===== config.mk =====
export PLATFORM = sky130hd
export DESIGN_NAME = auxdac_buffered
export DESIGN_NICKNAME = d
export VERILOG_FILES = /design/src/rtl/auxdac_pkg.sv /design/src/rtl/auxdac_ctrl.sv /design/src/rtl/auxdac_datapath.sv /design/src/rtl/auxdac_buffered.sv
export SDC_FILE = /design/constraint.sdc
export NUM_CORES = 1
export LEC_CHECK = 0
export BUFFER_PORTS_ARGS = -buffer_cell sky130_fd_sc_hd__buf_4
export CAP_MARGIN = 40
export CORE_ASPECT_RATIO = 1.1
export CORE_MARGIN = 2
export CORE_UTILIZATION = 45
export DETAILED_ROUTE_END_ITERATION = 10
export PLACE_DENSITY_LB_ADDON = 0.1
export SYNTH_ARGS = -nofsm -noshare
export SYNTH_HDL_FRONTEND = slang
export SYNTH_HIERARCHICAL = 1
export SYNTH_SLANG_ARGS = --single-unit

===== constraint.sdc =====
create_clock -name clk -period 1.05 [get_ports clk]
set_input_delay 0 -clock clk [delete_from_list [all_inputs] [get_ports clk]]
set_output_delay 0 -clock clk [all_outputs]
set_load 0.05 [all_outputs]

===== src/rtl/auxdac_pkg.sv =====
package auxdac_pkg;

  // Strobes handed from the address decoder to the register datapath.
  typedef struct packed {
    logic wrLow;    // load staged low byte
    logic wrHigh;   // load staged high part
    logic latch;    // copy staged code into DAC input register
    logic rdHold;   // readback address selects the staged word
  } auxStrobes_t;

endpackage


===== src/rtl/auxdac_ctrl.sv =====
module auxdac_ctrl
  import auxdac_pkg::*;
#(
  parameter int ADDR_W = 7,
  parameter logic [ADDR_W-1:0] LO_ADDR  = 7'h30,
  parameter logic [ADDR_W-1:0] HI_ADDR  = 7'h31,
  parameter logic [ADDR_W-1:0] CMD_ADDR = 7'h3E
) (
  input  logic              wrEn,
  input  logic [ADDR_W-1:0] wrAddr,
  input  logic              wrLatchBit,
  input  logic [ADDR_W-1:0] rdAddr,
  output auxStrobes_t       strb
);

  logic hitLo;
  logic hitHi;
  logic hitCmd;

  always_comb begin
    hitLo  = (wrAddr == LO_ADDR);
    hitHi  = (wrAddr == HI_ADDR);
    hitCmd = (wrAddr == CMD_ADDR);
  end

  always_comb begin
    strb        = '0;
    strb.wrLow  = wrEn && hitLo;
    strb.wrHigh = wrEn && hitHi;
    strb.latch  = wrEn && hitCmd && wrLatchBit;
    strb.rdHold = (rdAddr == LO_ADDR) || (rdAddr == HI_ADDR);
  end

endmodule


===== src/rtl/auxdac_datapath.sv =====
module auxdac_datapath
  import auxdac_pkg::*;
#(
  parameter int BYTE_W = 8,
  parameter int CODE_W = 12,
  parameter int RD_W   = 16
) (
  input  logic              clk,
  input  logic              rstN,
  input  auxStrobes_t       strb,
  input  logic [BYTE_W-1:0] wrData,
  output logic [CODE_W-1:0] holdCode,
  output logic [CODE_W-1:0] dacCode,
  output logic [RD_W-1:0]   rdData
);

  localparam int HI_W  = CODE_W - BYTE_W;
  localparam int PAD_W = RD_W - CODE_W;

  logic [BYTE_W-1:0] holdLo;
  logic [HI_W-1:0]   holdHi;
  logic [CODE_W-1:0] dacQ;

  // Staging register, low byte lane
  always_ff @(posedge clk or negedge rstN) begin
    if (!rstN)           holdLo <= '0;
    else if (strb.wrLow) holdLo <= wrData;
  end

  // Staging register, high lane; byte bits above the code are dropped
  always_ff @(posedge clk or negedge rstN) begin
    if (!rstN)            holdHi <= '0;
    else if (strb.wrHigh) holdHi <= wrData[HI_W-1:0];
  end

  assign holdCode = {holdHi, holdLo};

  // DAC input register, loaded only on the transfer strobe
  always_ff @(posedge clk or negedge rstN) begin
    if (!rstN)           dacQ <= '0;
    else if (strb.latch) dacQ <= holdCode;
  end

  assign dacCode = dacQ;

  always_comb begin
    if (strb.rdHold) rdData = {{PAD_W{1'b0}}, holdCode};
    else             rdData = '0;
  end

endmodule


===== src/rtl/auxdac_buffered.sv =====
module auxdac_buffered
  import auxdac_pkg::*;
#(
  parameter int ADDR_W    = 7,
  parameter int BYTE_W    = 8,
  parameter int CODE_W    = 12,
  parameter int LATCH_BIT = 2,
  parameter logic [ADDR_W-1:0] LO_ADDR  = 7'h30,
  parameter logic [ADDR_W-1:0] HI_ADDR  = 7'h31,
  parameter logic [ADDR_W-1:0] CMD_ADDR = 7'h3E
) (
  input  logic              clk,
  input  logic              rstN,
  input  logic              wrEn,
  input  logic [ADDR_W-1:0] wrAddr,
  input  logic [BYTE_W-1:0] wrData,
  input  logic [ADDR_W-1:0] rdAddr,
  output logic [2*BYTE_W-1:0] rdData,
  output logic [CODE_W-1:0] dacCode
);

  localparam int RD_W = 2 * BYTE_W;

  auxStrobes_t       strb;
  logic [CODE_W-1:0] holdValue;

  auxdac_ctrl #(
    .ADDR_W  (ADDR_W),
    .LO_ADDR (LO_ADDR),
    .HI_ADDR (HI_ADDR),
    .CMD_ADDR(CMD_ADDR)
  ) ctrlInst (
    .wrEn      (wrEn),
    .wrAddr    (wrAddr),
    .wrLatchBit(wrData[LATCH_BIT]),
    .rdAddr    (rdAddr),
    .strb      (strb)
  );

  auxdac_datapath #(
    .BYTE_W(BYTE_W),
    .CODE_W(CODE_W),
    .RD_W  (RD_W)
  ) dpInst (
    .clk     (clk),
    .rstN    (rstN),
    .strb    (strb),
    .wrData  (wrData),
    .holdCode(holdValue),
    .dacCode (dacCode),
    .rdData  (rdData)
  );

endmodule


==> results.py, run 1 <==
metrics = {
    "cts": {
        "clkLatencyLatePin_ps": 310,
        "clk_path_buf_depth": 2,
        "htree_levels": 1,
        "cts_tree": "done",
        "path_clk_slew_ps": 130,
        "cts_sinks": 24,
        "cts_root_buffer": "clkbuf_4",
        "cts_inserted_buffers": 3,
    },
    "power": {
        "seqPwrFrac": 0.554,
        "cellPowerDensity_mw_per_mm2": 962,
        "clkPwrFrac": 0.270,
        "internal_power_mw": 1.35,
        "switching_share": 0.243,
        "power.switching_mw": 0.434,
        "ir_drop_uv": 956,
        "power_leakage_nw": 0.966,
        "pwr-share-comb": 0.175,
    },
    "global_routing": {
        "grt_pass1_wl_um": 4060,
        "antenna_found_initial": 0,
        "grt_pass1_vias": 920,
        "globalRouteOverflowTotal": 0,
        "grt_max_degree": 25,
        "grt_usage": 0.188,
    },
    "synthesis": {
        "synth-simple-area-share": 0.116,
        "syn_area_mm2": 0.00110,
        "synth_warnings": 6,
        "synthMuxAreaShare": 0.280,
        "seq_area_frac_synth": 0.546,
        "avgSynthCellArea_um2": 14.3,
        "synth-adder-area-share": 0,
        "synth_area_leaders": "dfrtp_1 (55%), mux2_2 (14%), mux2_4 (14%)",
        "synthXorXnorAreaFrac": 0,
        "synth_seq_cells": 24,
        "netlist.area_leader.share": 0.546,
        "synth_top_family_by_area": "multiplexers",
        "synth.largest_area_cell": "dfrtp_1",
        "synth_cells": 77,
        "synth-compound-area-share": 0,
        "synth_cell_types": 14,
    },
    "die": {
        "fp.dieW_um": 51.1,
        "row_count": 18,
        "fp.dieH_um": 55.9,
        "coreArea_mm2": 0.00227,
        "initial_utilization": 0.483,
        "dieArea_mm2": 0.00286,
        "io-pin-count": 53,
    },
    "sta": {
        "fin_tns_setup_ps": 0,
        "hold_viol_final": 0,
        "finalSetupViolations": 0,
        "skew_ps": 6.17,
        "drv_slew": 0,
        "hold_slack_ps": 77.6,
        "fin_crit_sh": 0.990,
        "rsz0062_at_grt": "true",
        "fmax_ghz": 0.962,
        "min_period_ps": 1040,
    },
    "setup_path": {
        "cp_top_family": "flip-flops",
        "worst_ep_required_time_ps": 1050,
        "critPathMaxFanout": 2,
        "slowest_stage": "dfrtp_1",
        "slowest_delay_ps": 410,
        "critPathCaptureType": "primary output",
        "critical_path_class": "reg -> out",
        "startpoint_type": "flip-flop",
        "rrSetupSlack_ps": 20,
        "cp.arrival_ps": 1040,
        "path_buf_inv": 1,
        "crit_chain": "and2_1 -> buf_6",
    },
    "placement": {
        "placed_area_mm2": 0.00154,
        "post-place-cells": 156,
        "dp_hpwl_um": 1720,
        "port-buffer-count": 47,
        "routabilityCongestion": 0.648,
    },
    "layout": {
        "area_growth_syn_to_layout_pct": 69.1,
        "nNetsFinal": 176,
        "drive_above_1_share": 0.720,
        "post-route-util": 0.817,
        "antenna_cells": 0,
        "finalInstanceArea_mm2": 0.00186,
        "fillers": 141,
        "stdcell_count": 180,
    },
    "min_path": {
        "hp-class": "in -> reg",
    },
    "drt": {
        "drt_wl_total_um": 2650,
        "postRouteAntennaNets": 0,
        "wl_per_cell_um": 14.7,
        "drtPass1Iterations": 1,
        "drc_errors": 0,
        "via_count": 856,
        "via_per_inst": 4.76,
        "drt_iter0_drc": 0,
    },
    "flow_run": {
        "max-cap-violations": 0,
    },
    "outcome": {
        "outcome": "complete, no violations",
    },
}
## cell usage after synthesis
library cell,n
and2_1,12
buf_4,4
buf_6,2
clkbuf_1,1
conb_1,1
dfrtp_1,24
inv_1,1
mux2_2,14
mux2_4,10
nand4_1,1
nand4b_1,1
nand4bb_1,1
nor3_1,4
or3_1,1
## path summary, 6_finish.rpt
check / start / endpoint / cells after the start
setup / recovery: dpInst/holdLo[7] / rdData[7] / 2
hold / removal: wrAddr[0] / dpInst/holdLo[0] / 3
setup reg to reg: dpInst/holdLo[2] / dpInst/holdLo[2] / 3
hold reg to reg: dpInst/dacCode[5] / dpInst/dacCode[5] / 1
max in group asynchronous: rstN / dpInst/holdHi[1] / 2
min in group asynchronous: rstN / dpInst/holdLo[0] / 2
## through the flow
step / power [mW] / worst slack [ps]
after global placement: 1.22 / -262
after global routing: 1.86 / -28.4
final: 1.79 / 10.3
after CTS: 1.79 / 4.34
after detailed placement: 1.23 / -296
after floorplan: 1.13 / -92.8
## sequential cells by signal (all words and copies together) (netlist names)
name	cells
dpInst/holdLo	8
dpInst/holdHi	4
dpInst/dacCode	12
## power by group through the flow
| stage | Combinational [mW] | Sequential (mW) | Clock, mW |
|---|---|---|---|
| finish | 0.313 | 0.992 | 0.484 |
| floorplan | 0.111 | 1.02 | 0 |
| detailed placement | 0.217 | 1.01 | 0 |
| global route | 0.332 | 0.998 | 0.529 |
| global placement | 0.211 | 1.01 | 0 |
| CTS | 0.295 | 0.989 | 0.502 |
## timing repair
action | in CTS | in global routing
pin swaps | 0 | 8
buffers inserted | 9 | 2
gates resized for setup | 15 | 18
endpoints found under the hold margin | 36 | 0
hold buffers | 9 | 0
setup endpoints to repair | 12 | 14
## metal layers
metal  wire length (um)  track usage  vias to the layer above
li1                   -            -                      405
met1               1110        0.236                      417
met4                 10       0.0463                        0
met2               1410        0.332                       32
met3                120       0.0269                        2
met5                  0            0                        -
## cell families after synthesis
group	after synthesis
buf+inv	8
flops	24
mux	24
other cells	1
simple gates	20
## worst reg2reg max path: stages (launching register included)
cell and delay (ps):
dfrtp_1 400, buf_4 140, buf_4 140, mux2_4 260
## cell type report
type | instances | area, um2 | area share
repair buffers | 73 | 646 | 0.347
flip-flops and latches | 24 | 601 | 0.323
multi-input cells | 48 | 536 | 0.288
well taps | 30 | 37.5 | 0.0202
clock buffers | 4 | 36.3 | 0.0195
inverters | 1 | 3.75 | 0.00202
## placed cells by master, fill, tap and decap left out
master	n
buf_4	52
dfrtp_1	24
mux2_4	17
and2_4	11
dlygate4sd3_1	9
buf_8	8
mux2_2	7
conb_1	4
buf_6	4
clkbuf_4	3
nor3_2	3
clkbuf_8	1
nand4bb_1	1
nand4b_1	1
or3_4	1
nor3_4	1
inv_1	1
nand4_1	1
and2_1	1
Power figures use the tool's default switching activity.
==> inputs of run 2 (changes only) <==
--- a/config.mk
+++ b/config.mk
@@ -9,7 +9,7 @@
 export CAP_MARGIN = 40
 export CORE_ASPECT_RATIO = 1.1
 export CORE_MARGIN = 2
-export CORE_UTILIZATION = 45
+export CORE_UTILIZATION = 35
 export DETAILED_ROUTE_END_ITERATION = 10
 export PLACE_DENSITY_LB_ADDON = 0.1
 export SYNTH_ARGS = -nofsm -noshare
==> results.py, run 2 (synthesis gave the netlist of run 1 again) <==
metrics = {
    "cts": {
        "htree_levels": 1,
        "cts_sinks": 24,
        "cts_tree": "done",
        "clkLatencyLatePin_ps": 310,
        "path_clk_slew_ps": 130,
        "cts_root_buffer": "clkbuf_4",
        "clk_path_buf_depth": 2,
        "cts_inserted_buffers": 3,
    },
    "die": {
        "initial_utilization": 0.364,
        "io-pin-count": 53,
        "fp.dieH_um": 62.8,
        "row_count": 21,
        "coreArea_mm2": 0.00302,
        "dieArea_mm2": 0.00361,
        "fp.dieW_um": 57.4,
    },
    "placement": {
        "dp_hpwl_um": 1710,
        "post-place-cells": 160,
        "routabilityCongestion": 0.657,
        "port-buffer-count": 47,
    },
    "drt": {
        "wl_per_cell_um": 13.6,
        "postRouteAntennaNets": 0,
        "via_per_inst": 4.51,
        "drt_wl_total_um": 2570,
        "drt_iter0_drc": 4,
        "via_count": 853,
        "drtPass1Iterations": 2,
        "drc_errors": 0,
    },
    "sta": {
        "fin_crit_sh": 0.987,
        "hold_viol_final": 0,
        "rsz0062_at_grt": "true",
        "min_period_ps": 1040,
        "fmax_ghz": 0.965,
        "drv_slew": 0,
        "finalSetupViolations": 0,
        "skew_ps": 3.50,
        "fin_tns_setup_ps": 0,
    },
    "setup_path": {
        "critical_path_class": "reg -> out",
        "startpoint_type": "flip-flop",
        "reg2reg_from": "dpInst/holdLo[1]",
        "reg2reg_depth": 3,
        "r2r-end": "dpInst/holdLo[1]",
        "startpoint": "dpInst/holdHi[1]",
        "cp-endpoint": "rdData[9]",
        "cp.arrival_ps": 1040,
        "worst_ep_required_time_ps": 1050,
        "critPathCaptureType": "primary output",
        "rrSetupSlack_ps": 20,
        "critPathMaxFanout": 3,
    },
    "global_routing": {
        "grt_max_degree": 25,
        "antenna_found_initial": 0,
        "grt_pass1_vias": 864,
        "grt_usage": 0.151,
        "grt_pass1_wl_um": 4170,
        "globalRouteOverflowTotal": 0,
    },
    "layout": {
        "multiInputGateArea_um2": 522,
        "antenna_cells": 0,
        "nNetsFinal": 181,
        "fillers": 226,
        "drive_above_1_share": 0.716,
        "seq_area_um2": 601,
        "largest_reg_flops": 12,
        "post-route-util": 0.632,
        "stdcell_count": 189,
        "area_growth_syn_to_layout_pct": 73.6,
        "layout.cells.most_common": "buf_4",
        "layout_common_cells": "buf_4 (55), dfrtp_1 (24), mux2_4 (17)",
    },
    "power": {
        "cellPowerDensity_mw_per_mm2": 1040,
        "power_leakage_nw": 0.990,
        "finalPower_mw": 1.99,
        "ir_drop_uv": 663,
    },
    "flow_run": {
        "max-cap-violations": 0,
    },
    "outcome": {
        "outcome": "complete, no violations",
    },
    "min_path": {
        "hp-class": "in -> reg",
    },
}
## run 2: cell type report
cell class                      instances  share of cell area
Multi-Input combinational cell         48               0.273
Tap cell                               34              0.0223
Sequential cell                        24               0.315
Clock buffer                            3              0.0118
Timing Repair Buffer                   78               0.360
Clock inverter                          1              0.0157
Inverter                                1             0.00197
## run 2: routing by layer
metal	wire (um)	global-route usage	share of wire
met5	0	0	0
met4	35	0.0523	0.014
met3	113	0.0311	0.044
met2	1300	0.247	0.51
met1	1120	0.197	0.43
## run 2: power breakdown
part           total (mW)  switching (mW)  internal, mW  leakage, nW
sequential          0.990          0.0250         0.965        0.331
combinational       0.330           0.133         0.197        0.631
clock               0.665           0.279         0.386       0.0279
## run 2: worst max-delay path: stages (launching register included)
cell	delay, ps
dfrtp_1	430
and2_4	150
buf_8	140
## run 2: stage by stage
| step | hold slack, ps | worst slack [ps] | cell area, um2 |
|---|---|---|---|
| floorplan | -296 | -92.8 | 1160 |
| global placement | -83.0 | -279 | 1550 |
| detailed placement | -82.3 | -311 | 1550 |
| CTS | 65.1 | -4.84 | 1830 |
| global route | 90.7 | -35.7 | 1910 |
| finish | 76.3 | 13.7 | 1910 |
## run 2: how the worst min path moves through the flow
stage | start | endpoint | cells past startpoint
finish | wrAddr[0] | dpInst/holdLo[0] | 3
global route | wrAddr[0] | dpInst/holdLo[0] | 3
CTS | wrAddr[0] | dpInst/holdLo[0] | 3
detailed placement | rstN | dpInst/dacCode[4] | 1
global placement | rstN | dpInst/dacCode[1] | 1
floorplan | rstN | dpInst/dacCode[0] | 0
## run 2: repair_timing
item	CTS	global route
resized for setup	17	11
endpoints found under the setup margin	12	13
endpoints found under the hold margin	35	0
pin swaps	1	3
hold buffers	9	0
setup buffers	10	6
==> inputs of run 3 (changes only) <==
==> constraint.sdc (replaced) <==
create_clock -name clk -period 1.2 [get_ports clk]
set_input_delay 0 -clock clk [delete_from_list [all_inputs] [get_ports clk]]
set_output_delay 0 -clock clk [all_outputs]
set_load 0.05 [all_outputs]
==> results.py, run 3 (synthesis gave the netlist of run 1 again) <==
metrics = {
    "outcome": {
        "outcome": "complete, no violations",
    },
    "layout": {
        "largest_reg_flops": 12,
        "stdcell_count": 173,
        "nNetsFinal": 165,
        "fillers": 274,
        "drive_above_1_share": 0.597,
        "layout.cells.most_common": "buf_4",
        "antenna_cells": 0,
        "area_growth_syn_to_layout_pct": 49.8,
        "layout_common_cells": "buf_4 (53), dfrtp_1 (24), mux2_2 (14)",
    },
    "global_routing": {
        "grt_max_degree": 25,
        "grt_pass1_wl_um": 3950,
        "grt_pass1_vias": 880,
        "grt_usage": 0.143,
        "globalRouteOverflowTotal": 0,
        "antenna_found_initial": 0,
    },
    "power": {
        "finalPower_mw": 1.65,
        "power_leakage_nw": 0.862,
        "seqPwrFrac": 0.528,
        "switching_share": 0.217,
        "ir_drop_uv": 656,
        "power.switching_mw": 0.356,
        "clkPwrFrac": 0.352,
        "pwr-share-comb": 0.120,
        "internal_power_mw": 1.29,
        "cellPowerDensity_mw_per_mm2": 999,
    },
    "drt": {
        "wl_per_cell_um": 13.6,
        "drtPass1Iterations": 2,
        "postRouteAntennaNets": 0,
        "drt_iter0_drc": 10,
        "drt_wl_total_um": 2350,
        "drc_errors": 0,
        "via_per_inst": 4.56,
        "via_count": 789,
    },
    "sta": {
        "skew_ps": 12.6,
        "drv_slew": 0,
        "fin_crit_sh": 0.918,
        "fin_ws_ps": 98.7,
        "fmax_ghz": 0.908,
        "finalSetupViolations": 0,
        "hold_viol_final": 0,
        "min_period_ps": 1100,
        "rsz0062_at_grt": "false",
    },
    "setup_path": {
        "critPathMaxFanout": 3,
        "critical_path_class": "reg -> out",
        "startpoint_type": "flip-flop",
        "critPathCaptureType": "primary output",
        "cp.arrival_ps": 1100,
        "worst_ep_required_time_ps": 1200,
    },
    "placement": {
        "port-buffer-count": 47,
        "dpl_worst_slack_ps": -142,
        "post-place-cells": 160,
        "routabilityCongestion": 0.681,
        "dp_hpwl_um": 1720,
    },
    "die": {
        "dieArea_mm2": 0.00361,
        "io-pin-count": 53,
        "coreArea_mm2": 0.00302,
        "fp.dieW_um": 57.4,
        "fp.dieH_um": 62.8,
        "initial_utilization": 0.364,
        "row_count": 21,
    },
    "min_path": {
        "hp-class": "in -> async",
    },
    "cts": {
        "path_clk_slew_ps": 140,
        "post_cts_buffers": 0,
        "cts_hold_buf": 9,
        "cts_root_buffer": "clkbuf_4",
        "clkLatencyLatePin_ps": 320,
        "cts_inserted_buffers": 3,
        "cts_sinks": 24,
        "htree_levels": 1,
        "clk_path_buf_depth": 2,
        "post_cts_resized": 0,
        "cts_tree": "done",
    },
    "flow_run": {
        "max-cap-violations": 0,
    },
}
## run 3: stage by stage
stage	utilization	hold WS (ps)	setup TNS (ps)	instance area (um2)
4_1_cts	0.545	94.4	0	1650
3_3_place_gp	0.498	-85.8	-1460	1510
6_report	0.545	93.6	0	1650
3_5_place_dp	0.498	-80.7	-2190	1510
2_1_floorplan	-	-296	-133	1120
5_1_grt	0.545	113	0	1650
## run 3: worst paths after layout
kind / startpoint / endpoint / slack [ps] / cells past startpoint
min reg2reg: dpInst/dacCode[0] / dpInst/dacCode[0] / 530 / 1
max: dpInst/holdLo[0] / rdData[0] / 100 / 2
max reg2reg: dpInst/holdLo[0] / dpInst/dacCode[0] / 390 / 1
min in group clk: wrAddr[0] / dpInst/dacCode[6] / 200 / 4
max in group asynchronous: rstN / dpInst/holdHi[1] / 860 / 2
min: rstN / dpInst/holdLo[0] / 90 / 2
## run 3: power groups by stage
stage | registers [mW] | clock network [mW] | logic (mW)
global route | 0.877 | 0.629 | 0.214
detailed placement | 0.886 | 0 | 0.178
CTS | 0.870 | 0.607 | 0.201
floorplan | 0.889 | 0 | 0.0841
finish | 0.869 | 0.579 | 0.198
global placement | 0.884 | 0 | 0.172
## run 3: per-layer routing
layer	up-vias	global-route usage	routed length, um
met4	0	0.0610	40
li1	378	-	-
met1	377	0.168	1030
met5	-	0	0
met3	4	0.0269	117
met2	30	0.249	1170
## run 3: critical path, stage by stage (launching register included)
cell	delay, ps
dfrtp_1	430
and2_1	170
buf_4	180
## run 3: final cells by class
| type | instances | area [um2] | share of cell area |
|---|---|---|---|
| clock buffer | 3 | 22.5 | 0.0137 |
| clock inverter | 1 | 30.0 | 0.0182 |
| inverter | 1 | 3.75 | 0.00228 |
| multi-input combinational | 48 | 460 | 0.279 |
| sequential | 24 | 601 | 0.364 |
| tap | 34 | 42.5 | 0.0258 |
| timing repair buffer | 62 | 488 | 0.296 |
